### src/rtl/tcc_pkg.sv
// Package: shared encodings for the timer capture/compare channel.
// Assumes a two-bit edge/level field whose zero value releases the pin.
package tcc_pkg;

    // Edge/level field values; meaning depends on capture versus compare.
    typedef enum logic [1:0] {
        EL_OFF  = 2'b00,
        EL_A    = 2'b01,   // capture: rising  / compare: toggle
        EL_B    = 2'b10,   // capture: falling / compare: drive 0
        EL_C    = 2'b11    // capture: both    / compare: drive 1
    } edge_lvl_t;

    // Register select on the write port.
    typedef enum logic [1:0] {
        SEL_CTRL  = 2'b00,
        SEL_VALUE = 2'b01,
        SEL_FLAG  = 2'b10,
        SEL_NONE  = 2'b11
    } reg_sel_t;

    localparam int CTRL_W = 3;

endpackage

### src/rtl/tcc_regs.sv
// Module: control field and event flag of the channel.
// Control writes are honoured only while the timer is stopped and held.
// The flag clear needs a prior read that saw the flag set; a new event wins.
module tcc_regs
    import tcc_pkg::*;
#(
    parameter int DATA_W = 16
) (
    input  logic              clk,
    input  logic              rst_n,
    input  logic              tmr_stop,
    input  logic              tmr_hold,
    input  logic              wr_en,
    input  logic [1:0]        wr_addr,
    input  logic [DATA_W-1:0] wr_data,
    input  logic              rd_stat,
    input  logic              evt,
    output logic              mode,
    output edge_lvl_t         edge_sel,
    output logic              flag
);

    logic ctrl_wr;
    logic flag_wr;
    logic armed;

    assign ctrl_wr = wr_en && (reg_sel_t'(wr_addr) == SEL_CTRL);
    assign flag_wr = wr_en && (reg_sel_t'(wr_addr) == SEL_FLAG);

    // Purpose: load the control field when the timer is idle.
    always_ff @(posedge clk) begin
        if (!rst_n) begin
            mode     <= 1'b0;
            edge_sel <= EL_OFF;
        end else if (ctrl_wr && tmr_stop && tmr_hold) begin
            mode     <= wr_data[CTRL_W-1];
            edge_sel <= edge_lvl_t'(wr_data[1:0]);
        end
    end

    // Purpose: set the flag on events, clear it on an armed write of 0.
    always_ff @(posedge clk) begin
        if (!rst_n) begin
            flag  <= 1'b0;
            armed <= 1'b0;
        end else begin
            if (evt) begin
                flag <= 1'b1;
            end else if (flag_wr && !wr_data[0] && armed) begin
                flag <= 1'b0;
            end
            if (flag_wr) begin
                armed <= 1'b0;
            end else if (rd_stat && flag) begin
                armed <= 1'b1;
            end
        end
    end

endmodule

### src/rtl/tcc_capture.sv
// Module: pin synchronizer and edge detector for input capture.
// Assumes pin_in is asynchronous; SYNC_STAGES flops precede detection.
module tcc_capture
    import tcc_pkg::*;
#(
    parameter int SYNC_STAGES = 2
) (
    input  logic      clk,
    input  logic      rst_n,
    input  logic      pin_in,
    input  logic      enable,
    input  edge_lvl_t edge_sel,
    output logic      cap_evt
);

    localparam int LAST = SYNC_STAGES;

    logic [LAST:0] shreg;
    logic          rise;
    logic          fall;

    // Purpose: shift the pin through the synchronizer plus one history flop.
    always_ff @(posedge clk) begin
        if (!rst_n) begin
            shreg <= '0;
        end else begin
            shreg <= {shreg[LAST-1:0], pin_in};
        end
    end

    assign rise = shreg[LAST-1] && !shreg[LAST];
    assign fall = !shreg[LAST-1] && shreg[LAST];

    // Purpose: qualify detected edges with the selected trigger.
    always_comb begin
        cap_evt = 1'b0;
        if (enable) begin
            unique case (edge_sel)
                EL_A:    cap_evt = rise;
                EL_B:    cap_evt = fall;
                EL_C:    cap_evt = rise || fall;
                default: cap_evt = 1'b0;
            endcase
        end
    end

endmodule

### src/rtl/tcc_compare.sv
// Module: value register and channel output level.
// Holds the capture/compare value; applies match and overflow actions.
// While released, the level tracks the inverse of the mode bit.
module tcc_compare
    import tcc_pkg::*;
#(
    parameter int CNT_W = 16
) (
    input  logic             clk,
    input  logic             rst_n,
    input  logic [CNT_W-1:0] cnt,
    input  logic             cnt_ovf,
    input  logic             mode,
    input  edge_lvl_t        edge_sel,
    input  logic             val_wr,
    input  logic [CNT_W-1:0] wr_data,
    input  logic             cap_evt,
    output logic [CNT_W-1:0] value,
    output logic             level,
    output logic             cmp_evt
);

    logic cmp_mode;

    assign cmp_mode = mode && (edge_sel != EL_OFF);
    assign cmp_evt  = cmp_mode && (cnt == value);

    // Purpose: capture the count, or take a software write.
    always_ff @(posedge clk) begin
        if (!rst_n) begin
            value <= '0;
        end else if (cap_evt) begin
            value <= cnt;
        end else if (val_wr) begin
            value <= wr_data;
        end
    end

    // Purpose: update the channel level from preset, match or overflow.
    always_ff @(posedge clk) begin
        if (!rst_n) begin
            level <= 1'b1;
        end else if (edge_sel == EL_OFF) begin
            level <= !mode;
        end else if (cmp_evt) begin
            unique case (edge_sel)
                EL_A:    level <= !level;
                EL_B:    level <= 1'b0;
                EL_C:    level <= 1'b1;
                default: level <= level;
            endcase
        end else if (cmp_mode && cnt_ovf) begin
            unique case (edge_sel)
                EL_B:    level <= 1'b1;
                EL_C:    level <= 1'b0;
                default: level <= level;
            endcase
        end
    end

endmodule

### src/rtl/tcc_pinmux.sv
// Module: pad multiplexer between the channel and general-purpose I/O.
// Purely combinational; the released state hands the pad to the I/O path.
module tcc_pinmux
    import tcc_pkg::*;
(
    input  logic      mode,
    input  edge_lvl_t edge_sel,
    input  logic      level,
    input  logic      gpio_out,
    input  logic      gpio_oe,
    output logic      pin_out,
    output logic      pin_oe
);

    // Purpose: pick the pad driver from the channel configuration.
    always_comb begin
        if (edge_sel == EL_OFF) begin
            pin_out = gpio_out;
            pin_oe  = gpio_oe;
        end else if (mode) begin
            pin_out = level;
            pin_oe  = 1'b1;
        end else begin
            pin_out = 1'b0;
            pin_oe  = 1'b0;
        end
    end

endmodule

### src/rtl/tcc_channel.sv
// Module: top of one timer capture/compare channel.
// Assumes the count, overflow strobe and stop/hold controls come from a
// shared timer; the pin input is asynchronous to clk.
module tcc_channel
    import tcc_pkg::*;
#(
    parameter int CNT_W       = 16,
    parameter int SYNC_STAGES = 2
) (
    input  logic             clk,
    input  logic             rst_n,
    input  logic             tmr_stop,
    input  logic             tmr_hold,
    input  logic [CNT_W-1:0] cnt,
    input  logic             cnt_ovf,
    input  logic             pin_in,
    input  logic             gpio_out,
    input  logic             gpio_oe,
    input  logic             wr_en,
    input  logic [1:0]       wr_addr,
    input  logic [CNT_W-1:0] wr_data,
    input  logic             rd_stat,
    output logic             pin_out,
    output logic             pin_oe,
    output logic             ch_mode,
    output logic [1:0]       ch_edge,
    output logic [CNT_W-1:0] ch_value,
    output logic             ch_flag,
    output logic             ch_level
);

    edge_lvl_t edge_sel;
    logic      cap_evt;
    logic      cmp_evt;
    logic      cap_en;
    logic      val_wr;

    assign cap_en  = !ch_mode && (edge_sel != EL_OFF);
    assign val_wr  = wr_en && (reg_sel_t'(wr_addr) == SEL_VALUE);
    assign ch_edge = edge_sel;

    tcc_regs #(.DATA_W(CNT_W)) u_regs (
        .clk      (clk),
        .rst_n    (rst_n),
        .tmr_stop (tmr_stop),
        .tmr_hold (tmr_hold),
        .wr_en    (wr_en),
        .wr_addr  (wr_addr),
        .wr_data  (wr_data),
        .rd_stat  (rd_stat),
        .evt      (cap_evt || cmp_evt),
        .mode     (ch_mode),
        .edge_sel (edge_sel),
        .flag     (ch_flag)
    );

    tcc_capture #(.SYNC_STAGES(SYNC_STAGES)) u_cap (
        .clk      (clk),
        .rst_n    (rst_n),
        .pin_in   (pin_in),
        .enable   (cap_en),
        .edge_sel (edge_sel),
        .cap_evt  (cap_evt)
    );

    tcc_compare #(.CNT_W(CNT_W)) u_cmp (
        .clk      (clk),
        .rst_n    (rst_n),
        .cnt      (cnt),
        .cnt_ovf  (cnt_ovf),
        .mode     (ch_mode),
        .edge_sel (edge_sel),
        .val_wr   (val_wr),
        .wr_data  (wr_data),
        .cap_evt  (cap_evt),
        .value    (ch_value),
        .level    (ch_level),
        .cmp_evt  (cmp_evt)
    );

    tcc_pinmux u_mux (
        .mode     (ch_mode),
        .edge_sel (edge_sel),
        .level    (ch_level),
        .gpio_out (gpio_out),
        .gpio_oe  (gpio_oe),
        .pin_out  (pin_out),
        .pin_oe   (pin_oe)
    );

endmodule

### config.mk
export PLATFORM = sky130hd
export DESIGN_NAME = tcc_channel
export DESIGN_NICKNAME = d
export VERILOG_FILES = /design/src/rtl/tcc_pkg.sv /design/src/rtl/tcc_regs.sv /design/src/rtl/tcc_capture.sv /design/src/rtl/tcc_compare.sv /design/src/rtl/tcc_pinmux.sv /design/src/rtl/tcc_channel.sv
export SDC_FILE = /design/constraint.sdc
export NUM_CORES = 1
export LEC_CHECK = 0
export CORE_ASPECT_RATIO = 1.2
export CORE_MARGIN = 2
export CORE_UTILIZATION = 41
export CTS_CLUSTER_DIAMETER = 60
export CTS_CLUSTER_SIZE = 40
export DETAILED_ROUTE_END_ITERATION = 7
export PLACE_DENSITY = 0.79
export SLEW_MARGIN = 20
export SYNTH_ARGS = -nofsm -noshare
export SYNTH_HDL_FRONTEND = slang
export SYNTH_SLANG_ARGS = --single-unit
export TNS_END_PERCENT = 50
### constraint.sdc
create_clock -name clk -period 3.7 [get_ports clk]
set_input_delay 0.74 -clock clk [delete_from_list [all_inputs] [get_ports clk]]
set_output_delay 0.74 -clock clk [all_outputs]
set_load 0.03 [all_outputs]
======== After elaboration in Yosys (flattened, before gate mapping) ========
Cells that the tools add are included.
word-level totals
  register bits after elaboration ......... 25
  latch bits .............................. 0
  bits in writable memories ............... 0
  bits in read-only memories .............. 0
  output and inout port bits .............. 23
  logic and storage cells ................. 60
  memories kept ........................... 0
cells by class
  add/sub/neg operators ................... 0
  multipliers ............................. 0
  div/mod/pow operators ................... 0
  magnitude comparators ................... 0
  equality and inequality tests ........... 6
  shift operators ......................... 0
  mux-type cells .......................... 15
  bitwise gates (word level) .............. 1
  reductions and logical operators ........ 31
operators with widths
  kind                  count
  $mux W16              2
  $eq A16 B16 Y1        1
  $logic_and A1 B1 Y1   14
  $mux W1               10
  $reduce_bool A4 Y1    2
  $eq A2 B2 Y1 const B  3
  $pmux W1 S3           2
  $reduce_bool A2 Y1    3
  $logic_not A1 Y1      5
  $eq A2 B1 Y1 const B  2
  $logic_not A2 Y1      2
  $reduce_and A3 Y1     1
  $reduce_bool A3 Y1    1
  $logic_or A1 B1 Y1    2
  $pmux W1 S2           1
  $reduce_or A2 Y1      1
  $not A1 Y1            1

======== Logic depth before layout (Yosys ltp) ========
Gate-level depths: netlist of run 1.
  word-level depth ........................ 7
  mapped depth ............................ 9

======== Modules after synthesis ========
A second synthesis of run 1 with hierarchy kept.
unflattened totals
  cell total of the unflattened synthesis .. 171
  area total of the unflattened synthesis .. 1498.9 um2
modules (own cells, without submodules)
  module       times used  cells each  area an instance (um2)  sequential area each (um2)
  tcc_compare  1           124         1067.3                  340.3
  tcc_regs     1           24          226.5                   100.1
  tcc_capture  1           15          141.4                   60.1
  tcc_pinmux   1           5           38.8                    0.0
  tcc_channel  1           3           25.0                    0.0

======== Least setup slack after synthesis of run 1 ========
Ideal clock, no wire load.
  path type ............................... register to output
  start ................................... register u_regs.edge_sel[0]
  end ..................................... output pin_out
  arrival ................................. 1.716 ns
  setup slack ............................. 1.244 ns
  stages on the path, launching flop included .. 5
  buffers on the path ..................... 1
  cell sequence ........................... dfxtp_1 inv_1 ha_1 buf_2 o21ai_0
between the ends
  longest elaborated chain between the ends .. 2
RTL lines
  item                    RTL line           source
  from (decl)             tcc_regs.sv:19     output edge_lvl_t edge_sel,
  from (signal assigned)  tcc_regs.sv:37     edge_sel <= edge_lvl_t'(wr_data[1:0]);
  $logic_not A2 Y1        tcc_pinmux.sv:17   if (edge_sel == EL_OFF) begin
  $mux W1                 tcc_pinmux.sv:17
  to (decl)               tcc_channel.sv:23  output logic pin_out,
Every way passes these cells.

======== Final worst setup path of run 1 ========
  start ................................... register u_regs.edge_sel[1]
  end ..................................... output pin_oe
between the ends
  longest elaborated chain between the ends .. 2
RTL lines
  item              RTL line           source
  $logic_not A2 Y1  tcc_pinmux.sv:17
  $mux W1           tcc_pinmux.sv:17
  to (decl)         tcc_channel.sv:24  output logic pin_oe,
Every way passes these cells.

==> summary.txt, run 1 <==
Run status
  – Outcome: finished, violations left
  – Failing checks: DRC

Floorplan
  – Ports: 67
  – Die height: around 70 um
  – Die area: around 0.0041 mm^2
  – Core Box Area: approximately 0.0034 mm^2
  – Row Count: 23
  – Die Wd: between 50 and 60 um
  – Initial core utilization: 0.432

Clocking
  – Clock transition at the registers of the reported paths: 0.09 ns
  – Clk Tree Root Cell: clkbuf_8
  – Cts hold-fix bufs: 0
  – Clock sink count: 25
  – Clock Latency Late Sink: approximately 0.26 ns
  – CTS tree: yes
  – Deepest clock path buffer count: 2
  – Postcts setup bufs: 0
  – Num CTS Buffers: 3
  – H-tree levels: 1
  – CTS resizes: 0

Cells and area
  – Area Overhead vs Synth: 48.9%
  – Final Instance Count excl. Fillers: between 200 and 300
  – Share of layout cells above drive strength 1: 0.0385
  – Final instance area: 0.00219 mm^2
  – Final core utilization: 0.644
  – Multi-input gate area in the final layout: 891 um^2
  – Register Area: 500 um^2
  – NumNets Final: ~290
  – Inserted Diodes: 0
  – Most common cell after layout, fill and taps aside: clkdlybuf4s50_1
  – FILL cells: between 300 and 400
  – Commonest cells after routing, fill and taps aside: 66 x clkdlybuf4s50_1, 35 x nand3_1, 25 x dfxtp_1

Global route
  – Total GRT Usage: 0.190
  – Gr ovfl total: 0
  – Largest net degree at the start of global routing: 34
  – First-pass GRT wire length: 6240 um
  – Initial antenna violation count: 0
  – Vias in the first global route: approximately 1400

Timing
  – Worst rel slew slack: 0.296
  – Achievable frequency: approximately 350 MHz
  – Worst Tran Pin Value: about 1.1 ns
  – RSZ-0062 raised after global routing: no
  – Final worst setup slack: between 0.8 and 0.9 ns
  – Setup violations, final: 0
  – Post-Route Skew: 0.00156 ns
  – Slew Limit Fails: 0
  – Final hold vios: 0
  – Minimum clock period: around 2.8 ns
  – Fin Setup TNS: 0 ns
  – Period utilization: 0.764

Pwr
  – Clock share of power: 0.279
  – Sw frac: 0.262
  – Peak supply drop: 163 uV
  – Sequential share of power: 0.487
  – NetSw: 152 uW
  – Power Dens Cells: between 200 and 300 mW/mm^2
  – Combinational power share: 0.234
  – Internal: around 430 uW
  – P_leak: 0.000966 uW

Drt
  – DR pass1 iterations: 6
  – Remaining DRCs: 5
  – DR iter-0 viols: slightly above 40
  – Vias/cell: ~5.3
  – Total Wirelength: approximately 3800 um
  – Via count of the routed design: approximately 1400
  – Wire per inst: ~14 um
  – Final ANT Viol Nets: 0

Yosys
  – Leading register cell type out of synthesis: dfxtp_1
  – Post-synth EDFFs: 0
  – Mapped Cells: approximately 170
  – Mapped Nets: 224
  – Post-synth cell types: 30
  – Synthesis-stage register bit count: 25
  – Avg Cell Area, Syn: about 8.4 um^2
  – Yosys warns: 0
  – Mapped Area: ~0.0015 mm^2
  – Async SR Flop Fraction: 0
  – Seq/Total Area, Yosys: 0.341

Place
  – Dpl cells: approximately 270
  – PortBufs: 66
  – RD Place Congestion: ~0.85
  – Place WS: ~0.96 ns
  – Placed Area: roughly 0.0021 mm^2
  – HPWL after detailed placement: about 2800 um

Critical path
  – Critical path endpoint: pin_oe
  – Worst endpoint required time: slightly below 3 ns
  – Crit path launch: u_regs.edge_sel[1]$_SDFFE_PN0P_
  – R2R setup slack: 1.38 ns
  – Reg2Reg Depth: 7
  – Worst setup SP type: register
  – CP max FO: 9
  – FF-to-FF End: u_cmp.value[7]$_SDFFE_PN0P_
  – Worst flop-to-flop path startpoint: u_cap.shreg[1]$_SDFF_PN0_
  – Critical path type: register to output pin
  – WP data arrival: roughly 2.1 ns
  – Crit path capture type: output pin

Run
  – Max_cap viols: 0

Hold path
  – Worst hold-check path type: register to register
-- layout make-up --
class / instances / area share
Tap cell: 37 / 0.0212
Clock inverter: 1 / 0.00229
Clock buffer: 3 / 0.0189
Timing Repair Buffer: 69 / 0.313
Inverter: 5 / 0.00859
Multi-Input combinational cell: 131 / 0.408
Sequential cell: 25 / 0.229
-- stage by stage --
step / hold WS [ns] / power (uW)
2_1_floorplan: 0.412 / 349
3_3_place_gp: 0.435 / 425
3_5_place_dp: 0.421 / 426
4_1_cts: 0.460 / 588
5_1_grt: 0.467 / 607
6_report: 0.460 / 581
-- cell families after synthesis --
group,share of synthesized area
DFF,0.341
and+or+nand+nor,0.276
AOI/OAI and AO/OA,0.156
xor gates and xnor gates,0.0955
adders and majority gates,0.0511
buffers and inverters,0.0520
muxes,0.0281
-- flip-flops by register name (all words and copies together), names as in the netlist --
register,count
u_regs.edge_sel,2
u_regs.armed,1
u_cmp.value,16
u_cmp.level,1
u_regs.flag,1
u_regs.mode,1
u_cap.shreg,3
-- how the worst min path moves through the flow --
stage	to	from	slack [ns]	cells past startpoint
4_1_cts	u_cap.shreg[1]$_SDFF_PN0_	u_cap.shreg[0]$_SDFF_PN0_	0.46	1
6_report	u_cap.shreg[1]$_SDFF_PN0_	u_cap.shreg[0]$_SDFF_PN0_	0.46	1
2_1_floorplan	u_cap.shreg[1]$_SDFF_PN0_	u_cap.shreg[0]$_SDFF_PN0_	0.41	1
5_1_grt	u_cap.shreg[1]$_SDFF_PN0_	u_cap.shreg[0]$_SDFF_PN0_	0.47	1
3_3_place_gp	u_cap.shreg[1]$_SDFF_PN0_	u_cap.shreg[0]$_SDFF_PN0_	0.44	1
3_5_place_dp	u_cap.shreg[1]$_SDFF_PN0_	u_cap.shreg[0]$_SDFF_PN0_	0.42	1
-- Yosys cell counts (all sizes together), types with 3 or more instances --
| cell | instances | area (um^2) |
|---|---|---|
| mux2i | 3 | 30.0 |
| clkbuf | 6 | 22.5 |
| xnor2 | 12 | 105 |
| buf | 7 | 35.0 |
| inv | 5 | 18.8 |
| dfxtp | 25 | 500 |
| nand3 | 35 | 175 |
| xor2 | 4 | 35.0 |
| and2 | 3 | 18.8 |
| nand2 | 24 | 92.6 |
| nor2b | 5 | 31.3 |
| o21ai | 5 | 25.0 |
| o211a | 16 | 160 |
| ha | 6 | 75.1 |
-- critical path, stage by stage (launching register included) --
cell	delay (ns)
dfxtp_1	0.44
inv_1	0.09
ha_1	0.28
nor2b_1	0.23
a21o_1	0.11
clkdlybuf4s50_1	0.66
-- layer usage --
metal | global-route usage | share of wire
met4 | 0.0455 | 0.0097
met3 | 0.0392 | 0.071
met2 | 0.333 | 0.49
met5 | 0 | 0
met1 | 0.233 | 0.43
-- power by group through the flow --
stage	Combinational (uW)	Sequential, uW	Clock, uW
after floorplan	48.3	301	0
after CTS	137	283	167
after detailed placement	136	289	0
after global placement	136	289	0
after global routing	146	284	177
final	136	283	162
(Power assumes the default switching activity.)
==> run 2, diff against run 1 <==
--- a/config.mk
+++ b/config.mk
@@ -7,11 +7,11 @@
 export LEC_CHECK = 0
 export CORE_ASPECT_RATIO = 1.2
 export CORE_MARGIN = 2
-export CORE_UTILIZATION = 41
+export CORE_UTILIZATION = 37
 export CTS_CLUSTER_DIAMETER = 60
 export CTS_CLUSTER_SIZE = 40
 export DETAILED_ROUTE_END_ITERATION = 7
-export PLACE_DENSITY = 0.79
+export PLACE_DENSITY = 0.76
 export SLEW_MARGIN = 20
 export SYNTH_ARGS = -nofsm -noshare
 export SYNTH_HDL_FRONTEND = slang
==> constraint.sdc (replaced) <==
create_clock -name clk -period 2.4 [get_ports clk]
set_input_delay 0.48 -clock clk [delete_from_list [all_inputs] [get_ports clk]]
set_output_delay 0.48 -clock clk [all_outputs]
set_load 0.03 [all_outputs]
==> summary.txt, run 2 (synthesis results as in run 1) <==
Run status
  – Outcome: finished, final reports clean (was finished, violations left)

Timing
  – Final hold vios: 0 (unchanged)
  – Post-Route Skew: 0.00389 ns (was 0.00156 ns)
  – Final worst setup slack: 0.162 ns (was 0.872 ns)
  – Worst rel slew slack: 0.756 (was 0.296)
  – Worst Tran Pin Value: 0.365 ns (was 1.06 ns)
  – Period utilization: 0.933
  – Minimum clock period: between 2 and 2.5 ns
  – RSZ-0062 raised after global routing: no (unchanged)
  – Fin Setup TNS: 0 ns (unchanged)
  – Achievable frequency: approximately 450 MHz
  – Slew Limit Fails: 0 (unchanged)
  – Final hold slack: 0.455 ns (was 0.460 ns)
  – Setup violations, final: 0 (unchanged)

Pwr
  – Pwr Total: 900 uW (was 581 uW)
  – Power Dens Cells: 401 mW/mm^2 (was 266 mW/mm^2)
  – Internal: 667 uW (was 429 uW)
  – Combinational power share: 0.239 (was 0.234)
  – Peak supply drop: 269 uV (was 163 uV)
  – P_leak: 0.000988 uW (was 0.000966 uW)
  – Sw frac: 0.258 (was 0.262)
  – Clock share of power: 0.276 (was 0.279)
  – NetSw: 232 uW (was 152 uW)
  – Sequential share of power: 0.486 (was 0.487)

Global route
  – Largest net degree at the start of global routing: 34 (unchanged)
  – Gr ovfl total: 0 (unchanged)
  – First-pass GRT wire length: 6380 um (was 6240 um)
  – Vias in the first global route: 1403 (was 1389)
  – Initial antenna violation count: 0 (unchanged)
  – Total GRT Usage: 0.185 (was 0.190)

Floorplan
  – Die Wd: 61.5 um (was 58.6 um)
  – Die height: 73.0 um (was 69.5 um)
  – Ports: 67 (unchanged)
  – Die area: 0.00449 mm^2 (was 0.00408 mm^2)
  – Initial core utilization: 0.378 (was 0.432)
  – Row Count: 25 (was 23)
  – Core Box Area: 0.00388 mm^2 (was 0.00340 mm^2)

Cells and area
  – Register Area: 500 um^2 (unchanged)
  – Most common cell after layout, fill and taps aside: clkdlybuf4s50_1 (unchanged)
  – FILL cells: 373 (was 318)
  – Largest regs: u_cmp.value x16, u_cap.shreg x3, u_regs.edge_sel x2 (unchanged)
  – Max FFs per register: 16 (unchanged)
  – Inserted Diodes: 0 (unchanged)
  – NumNets Final: 289 (was 285)
  – Area Overhead vs Synth: 53.0% (was 48.9%)
  – Commonest cells after routing, fill and taps aside: 64 x clkdlybuf4s50_1, 35 x nand3_1, 25 x dfxtp_1 (was 66 x clkdlybuf4s50_1, 35 x nand3_1, 25 x dfxtp_1)
  – Share of layout cells above drive strength 1: 0.0504 (was 0.0385)
  – Multi-input gate area in the final layout: 891 um^2 (unchanged)
  – Final Instance Count excl. Fillers: 292 (was 271)
  – Largest register by flop count: u_cmp.value (unchanged)

Critical path
  – Reg2Reg Depth: 8 (was 7)
  – Worst flop-to-flop path startpoint: u_cap.shreg[1]$_SDFF_PN0_ (unchanged)
  – R2R setup slack: 0.46 ns (was 1.38 ns)
  – Crit path largest cell delay: 0.46 ns (was 0.66 ns)
  – Critical path endpoint: pin_out (was pin_oe)
  – Worst endpoint required time: 1.92 ns (was 2.96 ns)
  – Crit path capture type: output pin (unchanged)
  – Crit-path slowest cell: dfxtp_1 (was clkdlybuf4s50_1)
  – CP Buf/Inv Count: 3 (was 2)
  – CP max FO: 8 (was 9)
  – Stages on worst setup path: 5 (unchanged)
  – Crit path launch: u_regs.edge_sel[1]$_SDFFE_PN0P_ (unchanged)
  – Worst setup SP type: register (unchanged)
  – FF-to-FF End: u_regs.flag$_SDFFE_PN0P_ (was u_cmp.value[7]$_SDFFE_PN0P_)
  – WP data arrival: 1.76 ns (was 2.09 ns)
  – Critical path type: register to output pin (unchanged)
  – Crit-path leading delay family: buffers and inverters (unchanged)
  – CP cell instances: inv_1, ha_1, buf_4, o21ai_0, dlygate4sd2_1 (was inv_1, ha_1, nor2b_1, a21o_1, clkdlybuf4s50_1)

Clocking
  – H-tree levels: 1 (unchanged)
  – Clk Tree Root Cell: clkbuf_8 (unchanged)
  – Clock Latency Late Sink: 0.26 ns (about the same)
  – Clock transition at the registers of the reported paths: 0.09 ns (about the same)
  – Deepest clock path buffer count: 2 (unchanged)
  – CTS tree: yes (unchanged)
  – Clock sink count: 25 (unchanged)
  – CTS resizes: 2 (was 0)
  – Postcts setup bufs: 0 (unchanged)
  – Num CTS Buffers: 3 (unchanged)
  – Cts hold-fix bufs: 0 (unchanged)

Place
  – RD Place Congestion: 0.913 (was 0.852)
  – HPWL after detailed placement: 3120 um (was 2800 um)
  – PortBufs: 66 (unchanged)
  – Place WS: 0.156 ns (was 0.960 ns)
  – Dpl cells: 288 (was 267)

Drt
  – DR pass1 iterations: 6 (unchanged)
  – Remaining DRCs: 0 (was 5)
  – Vias/cell: 5.07 (was 5.32)
  – Via count of the routed design: 1481 (was 1441)
  – Wire per inst: 13.7 um (was 14.0 um)
  – Final ANT Viol Nets: 0 (unchanged)
  – DR iter-0 viols: 47 (was 41)
  – Total Wirelength: 4000 um (was 3810 um)

Hold path
  – Worst hold-check path type: register to register (unchanged)
  – Hold depth: 1 (unchanged)

Run
  – Max_cap viols: 0 (unchanged)
run 2: changes by cell type in the layout (fill, tap and decap cells not counted):
cell,previous run,this run
buf_4,3,6
clkbuf_1,0,1
clkinv_2,1,0
buf_12,0,1
dlygate4sd2_1,0,2
clkdlybuf4s50_1,66,64
run 2: per-layer routing:
layer,routed length (um),GRT usage
met5,0,0
met4,26,0.0473
met3,203,0.0301
met2,2130,0.325
met1,1640,0.228
run 2: power groups by stage:
stage	Clock, uW	Sequential (uW)	Combinational, uW
2_1_floorplan	0	464	74.4
3_3_place_gp	0	446	217
5_1_grt	272	439	233
3_5_place_dp	0	447	217
4_1_cts	259	437	217
6_report	248	437	215
run 2: final cells by class:
class / count / area share
clock buffer: 4 / 0.0201
timing repair buffer: 73 / 0.322
multi-input combinational: 131 / 0.397
tap: 54 / 0.0301
sequential: 25 / 0.223
inverter: 5 / 0.00836
run 2: per-stage QoR:
| step | instance area [um^2] | utilization |
|---|---|---|
| after global placement | 2200 | 0.568 |
| after global routing | 2250 | 0.579 |
| after CTS | 2250 | 0.579 |
| final | 2250 | 0.579 |
| after detailed placement | 2200 | 0.568 |
| after floorplan | 1470 | - |
run 2: worst min path at each step:
stage | from | to | slack (ns)
global route | u_cap.shreg[0]$_SDFF_PN0_ | u_cap.shreg[1]$_SDFF_PN0_ | 0.48
global placement | u_cap.shreg[0]$_SDFF_PN0_ | u_cap.shreg[1]$_SDFF_PN0_ | 0.42
finish | u_cap.shreg[0]$_SDFF_PN0_ | u_cap.shreg[1]$_SDFF_PN0_ | 0.46
floorplan | u_cap.shreg[0]$_SDFF_PN0_ | u_cap.shreg[1]$_SDFF_PN0_ | 0.41
detailed placement | u_cap.shreg[0]$_SDFF_PN0_ | u_cap.shreg[1]$_SDFF_PN0_ | 0.43
CTS | u_cap.shreg[0]$_SDFF_PN0_ | u_cap.shreg[1]$_SDFF_PN0_ | 0.46
